`src/rtl/inv_wb_tracker_pkg.sv`:
```
package inv_wb_tracker_pkg;
   // Selects the starting value of a tracking counter.
   typedef enum logic {
      START_ZERO     = 1'b0,
      START_SENTINEL = 1'b1
   } start_kind_e;
endpackage

```
`src/rtl/trk_counter.sv`:
```
module trk_counter
   import inv_wb_tracker_pkg::*;
#(
   parameter int          W    = 8,
   parameter start_kind_e KIND = START_ZERO
) (
   input  logic                clk,
   input  logic                rst_n,
   input  logic                clr,
   input  logic                upd_vld,
   input  logic signed [W-1:0] upd_val,
   input  logic                force_zero,
   output logic signed [W-1:0] count,
   output logic                illegal
);
   localparam logic signed [W:0] MAXV = (W+1)'((1 << (W-1)) - 1);

   initial begin
      if (W < 2) $error("trk_counter: W must be at least 2");
   end

   logic signed [W-1:0] start_val;
   logic signed [W:0]   sum;

   generate
      if (KIND == START_SENTINEL) begin : g_sentinel
         assign start_val = '1;
      end else begin : g_zero
         assign start_val = '0;
      end
   endgenerate

   // Sum is one bit wider than the count, so no legal pair of operands can wrap.
   assign sum     = {count[W-1], count} + {upd_val[W-1], upd_val};
   assign illegal = upd_vld && !force_zero && ((sum < 0) || (sum > MAXV));

   always_ff @(posedge clk or negedge rst_n) begin
      if (!rst_n)          count <= start_val;
      else if (clr)        count <= start_val;
      else if (force_zero) count <= '0;
      else if (upd_vld && !illegal) count <= sum[W-1:0];
   end

   assert_hold_on_illegal_R7: assert property (@(posedge clk) disable iff (!rst_n)
      (illegal && !clr) |=> $stable(count));
   assert_force_zero_R6: assert property (@(posedge clk) disable iff (!rst_n)
      (force_zero && !clr) |=> (count == '0));
   assert_clear_R8: assert property (@(posedge clk) disable iff (!rst_n)
      clr |=> (count == start_val));
   assert_idle_R10: assert property (@(posedge clk) disable iff (!rst_n)
      (!clr && !force_zero && !upd_vld) |=> $stable(count));
   assert_floor_R7: assert property (@(posedge clk) disable iff (!rst_n)
      (count >= start_val));
endmodule

```
`src/rtl/trk_err_latch.sv`:
```
module trk_err_latch (
   input  logic clk,
   input  logic rst_n,
   input  logic clr,
   input  logic set_a,
   input  logic set_b,
   output logic err
);
   always_ff @(posedge clk or negedge rst_n) begin
      if (!rst_n)              err <= 1'b0;
      else if (clr)            err <= 1'b0;
      else if (set_a || set_b) err <= 1'b1;
   end

   assert_err_sticky_R7: assert property (@(posedge clk) disable iff (!rst_n)
      (err && !clr) |=> err);
   assert_err_set_R7: assert property (@(posedge clk) disable iff (!rst_n)
      ((set_a || set_b) && !clr) |=> err);
   assert_err_clear_R8: assert property (@(posedge clk) disable iff (!rst_n)
      clr |=> !err);
endmodule

```
`src/rtl/inv_wb_tracker.sv`:
```
module inv_wb_tracker
   import inv_wb_tracker_pkg::*;
#(
   parameter int W = 8
) (
   input  logic                clk,
   input  logic                rst_n,
   input  logic                kern_rst,
   input  logic                inv_upd_vld,
   input  logic signed [W-1:0] inv_upd_val,
   input  logic                inv_force_done,
   input  logic                wb_upd_vld,
   input  logic signed [W-1:0] wb_upd_val,
   output logic signed [W-1:0] inv_count,
   output logic signed [W-1:0] wb_count,
   output logic                inv_started,
   output logic                inv_done,
   output logic                wb_done,
   output logic                err
);
   logic inv_bad;
   logic wb_bad;

   trk_counter #(.W(W), .KIND(START_SENTINEL)) u_inv (
      .clk(clk), .rst_n(rst_n), .clr(kern_rst),
      .upd_vld(inv_upd_vld), .upd_val(inv_upd_val),
      .force_zero(inv_force_done),
      .count(inv_count), .illegal(inv_bad));

   trk_counter #(.W(W), .KIND(START_ZERO)) u_wb (
      .clk(clk), .rst_n(rst_n), .clr(kern_rst),
      .upd_vld(wb_upd_vld), .upd_val(wb_upd_val),
      .force_zero(1'b0),
      .count(wb_count), .illegal(wb_bad));

   trk_err_latch u_err (
      .clk(clk), .rst_n(rst_n), .clr(kern_rst),
      .set_a(inv_bad), .set_b(wb_bad), .err(err));

   assign inv_started = (inv_count != '1);
   assign inv_done    = (inv_count == '0);
   assign wb_done     = (wb_count == '0);

   assert_done_needs_start_R3: assert property (@(posedge clk) disable iff (!rst_n)
      inv_done |-> inv_started);
   assert_wb_nonneg_R7: assert property (@(posedge clk) disable iff (!rst_n)
      !wb_count[W-1]);
endmodule

```
`config.mk`:
```
export PLATFORM = sky130hd
export DESIGN_NAME = inv_wb_tracker
export DESIGN_NICKNAME = d
export VERILOG_FILES = /design/src/rtl/inv_wb_tracker_pkg.sv /design/src/rtl/trk_counter.sv /design/src/rtl/trk_err_latch.sv /design/src/rtl/inv_wb_tracker.sv
export SDC_FILE = /design/constraint.sdc
export NUM_CORES = 1
export LEC_CHECK = 0
export ABC_AREA = 1
export BUFFER_PORTS_ARGS = -buffer_cell sky130_fd_sc_hd__buf_2
export CAP_MARGIN = 20
export CELL_PAD_IN_SITES_DETAIL_PLACEMENT = 1
export CELL_PAD_IN_SITES_GLOBAL_PLACEMENT = 1
export CORE_UTILIZATION = 34
export CTS_BUF_LIST = sky130_fd_sc_hd__clkbuf_4 sky130_fd_sc_hd__clkbuf_8 sky130_fd_sc_hd__clkbuf_16
export DETAILED_ROUTE_END_ITERATION = 6
export PLACE_DENSITY = 0.88
export SKIP_LAST_GASP = 1
export SYNTH_ARGS = -nofsm -noshare
export SYNTH_HDL_FRONTEND = slang
export SYNTH_SLANG_ARGS = --single-unit
```
`constraint.sdc`:
```
create_clock -name clk -period 1.95 [get_ports clk]
set_clock_uncertainty 0.15 [all_clocks]
set_input_delay 0.39 -clock clk [delete_from_list [all_inputs] [get_ports clk]]
set_output_delay 0.39 -clock clk [all_outputs]
set_load 0.02 [all_outputs]
```
======== After elaboration in Yosys (flattened, before gate mapping) ========
Index checks and enable logic that the tools add are counted.
word-level totals
  register bits after elaboration ......... 17
  output and inout port bits .............. 20
  logic and storage cells ................. 33
operators by class
  add/sub/neg operators ................... 2
  order comparisons ....................... 4
  eq/ne operators ......................... 1
  muxes and demuxes ....................... 7
  reduce and logical (&&, ||, !) cells .... 16
operator list
  kind                  count
  $mux W8               5
  $add A8 B8 Y9         2
  $gt A9 B8 Y1 const B  2
  $lt A9 B1 Y1 const B  2
  $logic_not A8 Y1      2
  $ne A8 B8 Y1 const B  1
  $logic_and A1 B1 Y1   5
  $reduce_bool A2 Y1    2
  $logic_not A1 Y1      3
  $logic_or A1 B1 Y1    3
  $reduce_bool A3 Y1    1
  $mux W1               2

======== Logic depth before layout (Yosys ltp) ========
Gate-level depths: netlist (run 1).
  depth after elaboration ................. 9
  depth in mapped cells ................... 13
  depth with buffers taken out ............ 13

======== Cells and area by module ========
A second synthesis (run 1) with hierarchy kept.
unflattened totals
  cells, all modules ...................... 257
  area, all modules ....................... 1692.9 um2
modules (own cells, without submodules)
  module                instances  cells an instance  area each (um2)
  trk_counter at u_inv  1          118                789.5
  trk_counter at u_wb   1          113                783.3
  inv_wb_tracker        1          22                 82.6
  trk_err_latch         1          4                  37.5

======== Worst setup path after synthesis (run 1) ========
OpenSTA, ideal clock, no wires.
  path type ............................... reg2reg
  start point ............................. register u_wb.count[0]
  end point ............................... register u_wb.count[5]
  arrival time ............................ 1812 ps
  setup slack ............................. -129 ps
  cell stages (with the launch flop) ...... 13
  buffers on the path ..................... 0
  period minus slack after synthesis ...... 2079 ps
  path through ............................ dfrtp_1 -> ha_1 -> fa_1 -> nand3_1 -> nand2_1 -> nand2_1 -> nand2_1 -> nand2_1 -> nand2_1 -> nand3_4 -> nand2_2 -> nand2_1 -> nand2_1
on the way
  word-level cells in the longest chain between the ends .. 7
  elaborated cells on any way between the ends .. 10
  classes of those cells .................. 1 x add/sub; 2 x order compare; 2 x mux; 5 x reduce/logical
RTL lines
  element                                              RTL line           text
  start, declared                                      trk_counter.sv:13  output logic signed [W-1:0] count,
  start signal, assigned                               trk_counter.sv:38  if (!rst_n) count <= start_val;
  start signal, assigned                               trk_counter.sv:39  else if (clr) count <= start_val;
  start signal, assigned                               trk_counter.sv:41  else if (upd_vld && !illegal) count <= sum[W-1:0];
  $add A8 B8 Y9 *                                      trk_counter.sv:34  assign sum = {count[W-1], count} + {upd_val[W-1], upd_val};
  $lt A9 B1 Y1 / $gt A9 B8 Y1 (equally long branches)  trk_counter.sv:35  assign illegal = upd_vld && !force_zero && ((sum < 0) || (sum > MAXV));
  $logic_or A1 B1 Y1                                   trk_counter.sv:35
  $logic_and A1 B1 Y1                                  trk_counter.sv:35
  $logic_not A1 Y1                                     trk_counter.sv:41
  $logic_and A1 B1 Y1                                  trk_counter.sv:41
  $reduce_bool A2 Y1 (no source line)                  n/a
Every way passes the cells marked *; elsewhere a longest branch is shown, timed or not. The select of a mux whose other input is x is not followed.
A chain may end at the register's enable or synchronous reset.

======== Worst setup path in the final report (run 1) ========
  start point ............................. register u_inv.count[0]
  end point ............................... register u_inv.count[2]
on the way
  word-level cells in the longest chain between the ends .. 7
  elaborated cells on any way between the ends .. 11
  classes of those cells .................. 1 x add/sub; 2 x order compare; 3 x mux; 5 x reduce/logical
RTL lines
  element                                              RTL line
  start, declared                                      trk_counter.sv:13
  start signal, assigned                               trk_counter.sv:38
  start signal, assigned                               trk_counter.sv:39
  start signal, assigned                               trk_counter.sv:41
  $add A8 B8 Y9 *                                      trk_counter.sv:34
  $lt A9 B1 Y1 / $gt A9 B8 Y1 (equally long branches)  trk_counter.sv:35
  $logic_or A1 B1 Y1                                   trk_counter.sv:35
  $logic_and A1 B1 Y1                                  trk_counter.sv:35
  $logic_not A1 Y1                                     trk_counter.sv:41
  $logic_and A1 B1 Y1                                  trk_counter.sv:41
  $reduce_bool A3 Y1 (no source line)                  n/a
Marked as above.

==> results of run 1 <==
[cell families (layout without fill, tap and decap cells)]
group	after synthesis	in the layout
DFF	17	17
buffers and inverters	36	109
and+or+nand+nor	136	138
AOI/OAI and AO/OA	21	21
adders and majority gates	18	18
xor gates and xnor gates	5	5
[worst max path at each step]
stage | from | slack [ps] | to
after floorplan | u_wb.count[0]$_DFFE_PN0P_ | -0.8 | u_wb.count[5]$_DFFE_PN0P_
after global placement | inv_upd_val[0] | -120 | u_inv.count[1]$_DFFE_PN1P_
after detailed placement | inv_upd_val[0] | -190 | u_inv.count[2]$_DFFE_PN1P_
after CTS | u_wb.count[5]$_DFFE_PN0P_ | -90 | wb_done
after global routing | u_inv.count[0]$_DFFE_PN1P_ | -220 | u_inv.count[2]$_DFFE_PN1P_
final | u_inv.count[0]$_DFFE_PN1P_ | -120 | u_inv.count[2]$_DFFE_PN1P_
[area by class of cell]
| type | count | area share |
|---|---|---|
| inverters | 34 | 0.05151 |
| well taps | 52 | 0.02576 |
| multi-input cells | 182 | 0.5542 |
| repair buffers | 71 | 0.1763 |
| clock buffers | 4 | 0.01932 |
| flip-flops and latches | 17 | 0.1729 |
[repair_timing]
item,CTS,global route
hold buffers,1,0
pin swaps,10,14
gates resized for setup,39,25
endpoints found under the setup margin,19,20
gates cloned,2,0
setup buffers,3,5
endpoints found under the hold margin,9,0
[per-layer routing]
metal	vias to the layer above	wire [um]	GRT usage	part of all wire
li1	900	-	-	-
met1	911	2299	0.2538	0.38
met2	56	3432	0.4701	0.56
met3	16	170	0.02422	0.028
met4	0	173	0.07778	0.028
met5	-	0	0	0
[through the flow]
stage	hold WS [ps]	cells
final	341.2	360
after detailed placement	182.8	345
after global placement	177.9	345
after floorplan	-55.59	233
after global routing	380.7	360
after CTS	348.6	355
[critical path, delay by kind of cell (launching register included)]
kind | cells | cell delay [ps]
AOI/OAI and AO/OA | 1 | 70
DFF | 1 | 560
and+or+nand+nor | 9 | 820
adders and majority gates | 2 | 380
[power groups by stage]
stage | clock network [mW] | logic [mW] | registers [mW]
detailed placement | 0 | 1.16 | 0.511
global placement | 0 | 1.12 | 0.507
floorplan | 0 | 0.641 | 0.592
CTS | 0.283 | 1.34 | 0.514
finish | 0.282 | 1.52 | 0.512
global route | 0.298 | 1.64 | 0.520
[cells in the final DEF (no fill, tap or decap), types with 2 or more instances in the layout]
| cell | synthesis | layout |
|---|---|---|
| nor2_1 | 14 | 13 |
| o21ai_0 | 3 | 3 |
| xor2_1 | 2 | 2 |
| nor4_4 | 0 | 2 |
| nand3_4 | 1 | 2 |
| buf_4 | 0 | 29 |
| nand2_1 | 81 | 59 |
| ha_1 | 16 | 6 |
| a21oi_2 | 0 | 4 |
| nand2_4 | 2 | 11 |
| buf_6 | 0 | 2 |
| o21ai_2 | 8 | 7 |
| buf_2 | 0 | 39 |
| nand4_1 | 3 | 3 |
| dfrtp_1 | 9 | 8 |
| clkbuf_8 | 0 | 3 |
| inv_2 | 1 | 6 |
| ha_4 | 0 | 10 |
| nand3_1 | 20 | 17 |
| nand3_2 | 1 | 4 |
| inv_1 | 33 | 27 |
| nand2_8 | 0 | 2 |
| nand2_2 | 5 | 17 |
| dfstp_2 | 8 | 8 |
| xnor2_1 | 3 | 3 |
| a21oi_1 | 9 | 5 |
| fa_2 | 0 | 2 |
[state kept, by name, summed over array words and instances, names as in the netlist]
name,count
u_wb.count,8
u_err.err,1
u_inv.count,8
==> flow_summary.yaml, run 1 <==
critical_path:
  cp_max_fo: 8
  r2r-start: "u_inv.count[0]$_DFFE_PN1P_"
  r2r_end: "u_inv.count[2]$_DFFE_PN1P_"
  end_kind: "flop"
  slowest_delay_ps: 560
  worstPathArrival_ps: 2100
  worstPathRequired_ps: 1980
  worstPathCellList: "ha_4, fa_2, nand2_4, nand2_4, nand3_2, nand2_1, nand2_1, nand2_2, nand3_4, nand2_8, nand2_2, o21ai_2"
  crit_type: "reg -> reg"
  cp-start-kind: "flop"
  rrSetupSlack_ps: -120
  worstRegToRegCells: 12
  cpMaxStageDelayCell: "dfstp_2"
sta:
  rsz0062_at_grt: "true"
  tightest_slew_ps: 657.4
  relSlewSlack: 0.5601
  fin_crit_ps: 2071
  finalHoldViolations: 0
  fin_ws_ps: -120.8
  setup_viol: 18
  clock.fmax_mhz: 482.9
  fin_crit_sh: 1.062
  slew_violations: 0
  setup_tns_ps: -1207
pwr:
  pwr-share-seq: 0.221
  fin_total_pwr_mw: 2.314
  cellPowerDensity_nw_per_um2: 915.9
  vdd_ir_drop_max_mv: 0.3877
  p_clk_frac: 0.122
  switching_share: 0.4615
  p_int_mw: 1.246
  p_comb_frac: 0.657
  switchingPower_mw: 1.068
  leakagePower_nw: 1.318
clock_tree:
  clock-sinks: 17
  cts-root-buf: "clkbuf_8"
  insertion_delay_ps: 250
  cts_tree: "yes"
  htreeDepth: 1
  clockBufferDepth: 2
  cts_made_buffers: 3
  clkTransAtPathRegs_ps: 70
synth:
  synthTopCellsByCount: "81 x nand2_1, 33 x inv_1, 20 x nand3_1, 16 x ha_1, 14 x nor2_1"
  synth-compound-area-share: 0.08346
  muxShareOfSynthArea: 0
  syn-num-nets: 273
  syn_area_um2: 1619
  synth_fa_ha_area_frac: 0.1484
  synth_cells: 233
  synth.most_common_cell: "nand2_1"
  postSynthAreaPerCell_um2: 6.949
  synth.top_cell.area_share: 0.1878
  synthFlopType: "dfrtp_1"
  synth_xor_area_frac: 0.02705
  synth.ff_latch_count: 17
  ys_seq_area_frac: 0.2689
  yosys.cell_types.count: 29
  synth_edf_count: 0
  yosys_warnings: 0
  synthArstFlopShare: 1.000
  synth_area_leader_cell: "nand2_1"
  synth_top_family_by_area: "simple AND/OR/NAND/NOR gates"
  synth_area_leaders: "nand2_1 19%, dfrtp_1 14%, dfstp_2 13%"
  synth-simple-area-share: 0.3787
global_routing:
  grt_first_pass_wirelength_um: 9190
  grt_max_degree: 19
  grt_use_total: 0.2348
  grt_pass1_vias: 1990
  antenna_found_initial: 0
  grt-ovfl-total: 0
routing:
  routedWlPerCell_um: 16.88
  vias: 1883
  post_drt_via_cell_ratio: 5.231
  drtIter0Drc: 58
  drcViolationCount: 2
  totalWireLength_um: 6075
  final_antenna_net_count: 0
  first_pass_iters: 7
floorplanning:
  die_h_um: 71.01
  die_area_um2: 5042
  core_um2: 4474
  num_rows: 24
  initial_core_util: 0.3619
  io_pins: 42
  die_x_um: 71.01
worst_hold_path:
  min_path_cells: 4
  hold_path_class: "in -> reg"
  hold_start: "wb_upd_val[0]"
  min_to: "u_wb.count[0]$_DFFE_PN0P_"
layout:
  final_area_um2: 2526
  layout.nets: 349
  area_growth_pct: 56.03
  fill_cells: 562
  multiInputGateArea_um2: 1400
  drive_gt1_frac: 0.5065
  fin_util: 0.5646
  num_antenna_cells: 0
  regArea_um2: 436.7
placed_design:
  place_area_um2: 2102
  port_buffers: 41
  gp_congestion: 0.7693
  hpwl_um: 4102
  preCtsSetupSlack_ps: -194.7
status:
  violations: "DRC, setup timing"
  status: "finished, violations left"
run:
  maxCapViolations: 0
(Power assumes the default switching activity.)
==> run 2, diff against run 1 <==
- clock period: 1.95 -> 1.7 ns (I/O delays scaled with it)
==> flow_summary.yaml, run 2 (same netlist as run 1, synthesis figures left out) <==
status:
  status: "finished, violations left"
  violations: "DRC, setup timing"
pwr:
  cellPowerDensity_nw_per_um2: 1033
  switchingPower_mw: 1.285
  leakagePower_nw: 1.395
  pwr-share-seq: 0.213
  switching_share: 0.4605
  vdd_ir_drop_max_mv: 0.7726
  p_comb_frac: 0.669
  p_int_mw: 1.505
  p_clk_frac: 0.118
clock_tree:
  htreeDepth: 1
  clkTransAtPathRegs_ps: 80
  insertion_delay_ps: 270
  cts_tree: "yes"
  clock-sinks: 17
  clockBufferDepth: 2
  cts-root-buf: "clkbuf_8"
  cts_made_buffers: 3
global_routing:
  grt-ovfl-total: 0
  grt_max_degree: 18
  antenna_found_initial: 0
  grt_first_pass_wirelength_um: 9970
  grt_use_total: 0.2572
  grt_pass1_vias: 2025
layout:
  final_common_cell: "nand2_1"
  area_growth_pct: 66.85
  mostFrequentLayoutCells: "57 x nand2_1, 38 x buf_2, 37 x buf_4, 29 x inv_1, 25 x nand2_2"
  layout.nets: 365
  largestRegisters: "u_inv.count x8, u_wb.count x8, u_err.err x1"
  final_area_um2: 2701
  drive_gt1_frac: 0.5525
  num_antenna_cells: 0
routing:
  drtIter0Drc: 48
  final_antenna_net_count: 0
  vias: 1944
  totalWireLength_um: 6543
  routedWlPerCell_um: 17.40
  first_pass_iters: 6
  drcViolationCount: 3
  post_drt_via_cell_ratio: 5.170
placed_design:
  hpwl_um: 4384
  place_area_um2: 2285
  gp_congestion: 0.8229
  preCtsSetupSlack_ps: -428.1
  port_buffers: 41
critical_path:
  worstPathRequired_ps: 1760
  critPathBufInv: 0
  crit_type: "reg -> reg"
  rrSetupSlack_ps: -350
  cp_max_fo: 8
  cp-start-kind: "flop"
  slowest_delay_ps: 570
  end_kind: "flop"
  worstPathArrival_ps: 2110
  crit_top_cell: "nand2_2"
  worstPathCellList: "ha_4, fa_2, nand2_2, nand2_4, nand3_4, nand2_2, nand2_2, nand2_4, nand3_4, nand2_8, nand2_2, o21ai_2"
  cpMaxStageDelayCell: "dfstp_2"
  cp_top_family: "simple AND/OR/NAND/NOR gates"
worst_hold_path:
  hold_path_class: "in -> reg"
sta:
  tightest_slew_ps: 731.7
  fin_crit_ps: 2050
  slew_violations: 0
  holdWs_ps: 264.9
  finalHoldViolations: 0
  setup_viol: 20
  fin_ws_ps: -350.3
  relSlewSlack: 0.5104
  clock.fmax_mhz: 487.7
  fin_crit_sh: 1.206
  rsz0062_at_grt: "true"
floorplanning:
  die_h_um: 71.01
  initial_core_util: 0.3619
  die_x_um: 71.01
  die_area_um2: 5042
  io_pins: 42
  num_rows: 24
  core_um2: 4474
run:
  maxCapViolations: 0
run 2: changes by cell type in the layout (fill, tap and decap cells not counted), sizes merged:
cell    previous run  this run
buf               70        86
clkbuf             4         3
clkinv             0         1
run 2: worst reg2reg max path, delay by kind of cell (launching register included):
| kind | cells | cell delay [ps] |
|---|---|---|
| flip-flops | 1 | 570 |
| AO/OA/AOI/OAI | 1 | 50 |
| AND/OR/NAND/NOR | 9 | 860 |
| adder cells (fa/ha/maj) | 2 | 370 |
run 2: timing repair:
| action | CTS | global route |
|---|---|---|
| setup endpoints to repair | 20 | 20 |
| hold buffers | 1 | 0 |
| hold endpoints to repair | 9 | 0 |
| cloned | 2 | 0 |
| buffers inserted | 2 | 4 |
| resized for setup | 35 | 36 |
| pin swaps | 9 | 20 |
run 2: layout make-up:
cell class | instances | area (um^2)
clock buffers | 3 | 41.29
clock inverters | 1 | 5.005
multi-input cells | 182 | 1420
flip-flops and latches | 17 | 437.9
well taps | 52 | 65.06
fillers | 564 | 1773
inverters | 34 | 130.1
repair buffers | 87 | 601.8
run 2: power groups by stage:
stage | logic (mW) | registers, mW | clock network (mW)
after floorplan | 0.763 | 0.685 | 0
after global placement | 1.42 | 0.573 | 0
after detailed placement | 1.49 | 0.579 | 0
after CTS | 1.67 | 0.580 | 0.331
after global routing | 2.02 | 0.603 | 0.349
final | 1.87 | 0.593 | 0.329
run 2: worst paths after layout:
kind,cells past startpoint,end,start
worst max-delay path,12,u_inv.count[6]$_DFFE_PN1P_,u_inv.count[0]$_DFFE_PN1P_
worst min-delay path,4,u_wb.count[0]$_DFFE_PN0P_,wb_upd_val[0]
worst max register to register,12,u_inv.count[6]$_DFFE_PN1P_,u_inv.count[0]$_DFFE_PN1P_
worst min register to register,2,u_inv.count[4]$_DFFE_PN1P_,u_inv.count[4]$_DFFE_PN1P_
max in group asynchronous,2,u_inv.count[6]$_DFFE_PN1P_,rst_n
min in group asynchronous,2,u_wb.count[7]$_DFFE_PN0P_,rst_n
run 2: layer usage:
metal	vias to the layer above	global-route usage	routed length, um
li1	933	-	-
met1	949	0.2913	2560
met2	49	0.4936	3685
met3	13	0.03704	172
met4	0	0.08000	125
met5	-	0	0
run 2: per-stage QoR:
step                power (mW)  cells  utilization  TNS (ps)
floorplan                1.448    233            -     -3633
global placement         1.992    363       0.5106     -5053
detailed placement       2.067    363       0.5106     -6656
CTS                      2.580    372       0.5629     -5653
global route             2.969    376       0.6037     -8067
finish                   2.790    376       0.6037     -6372
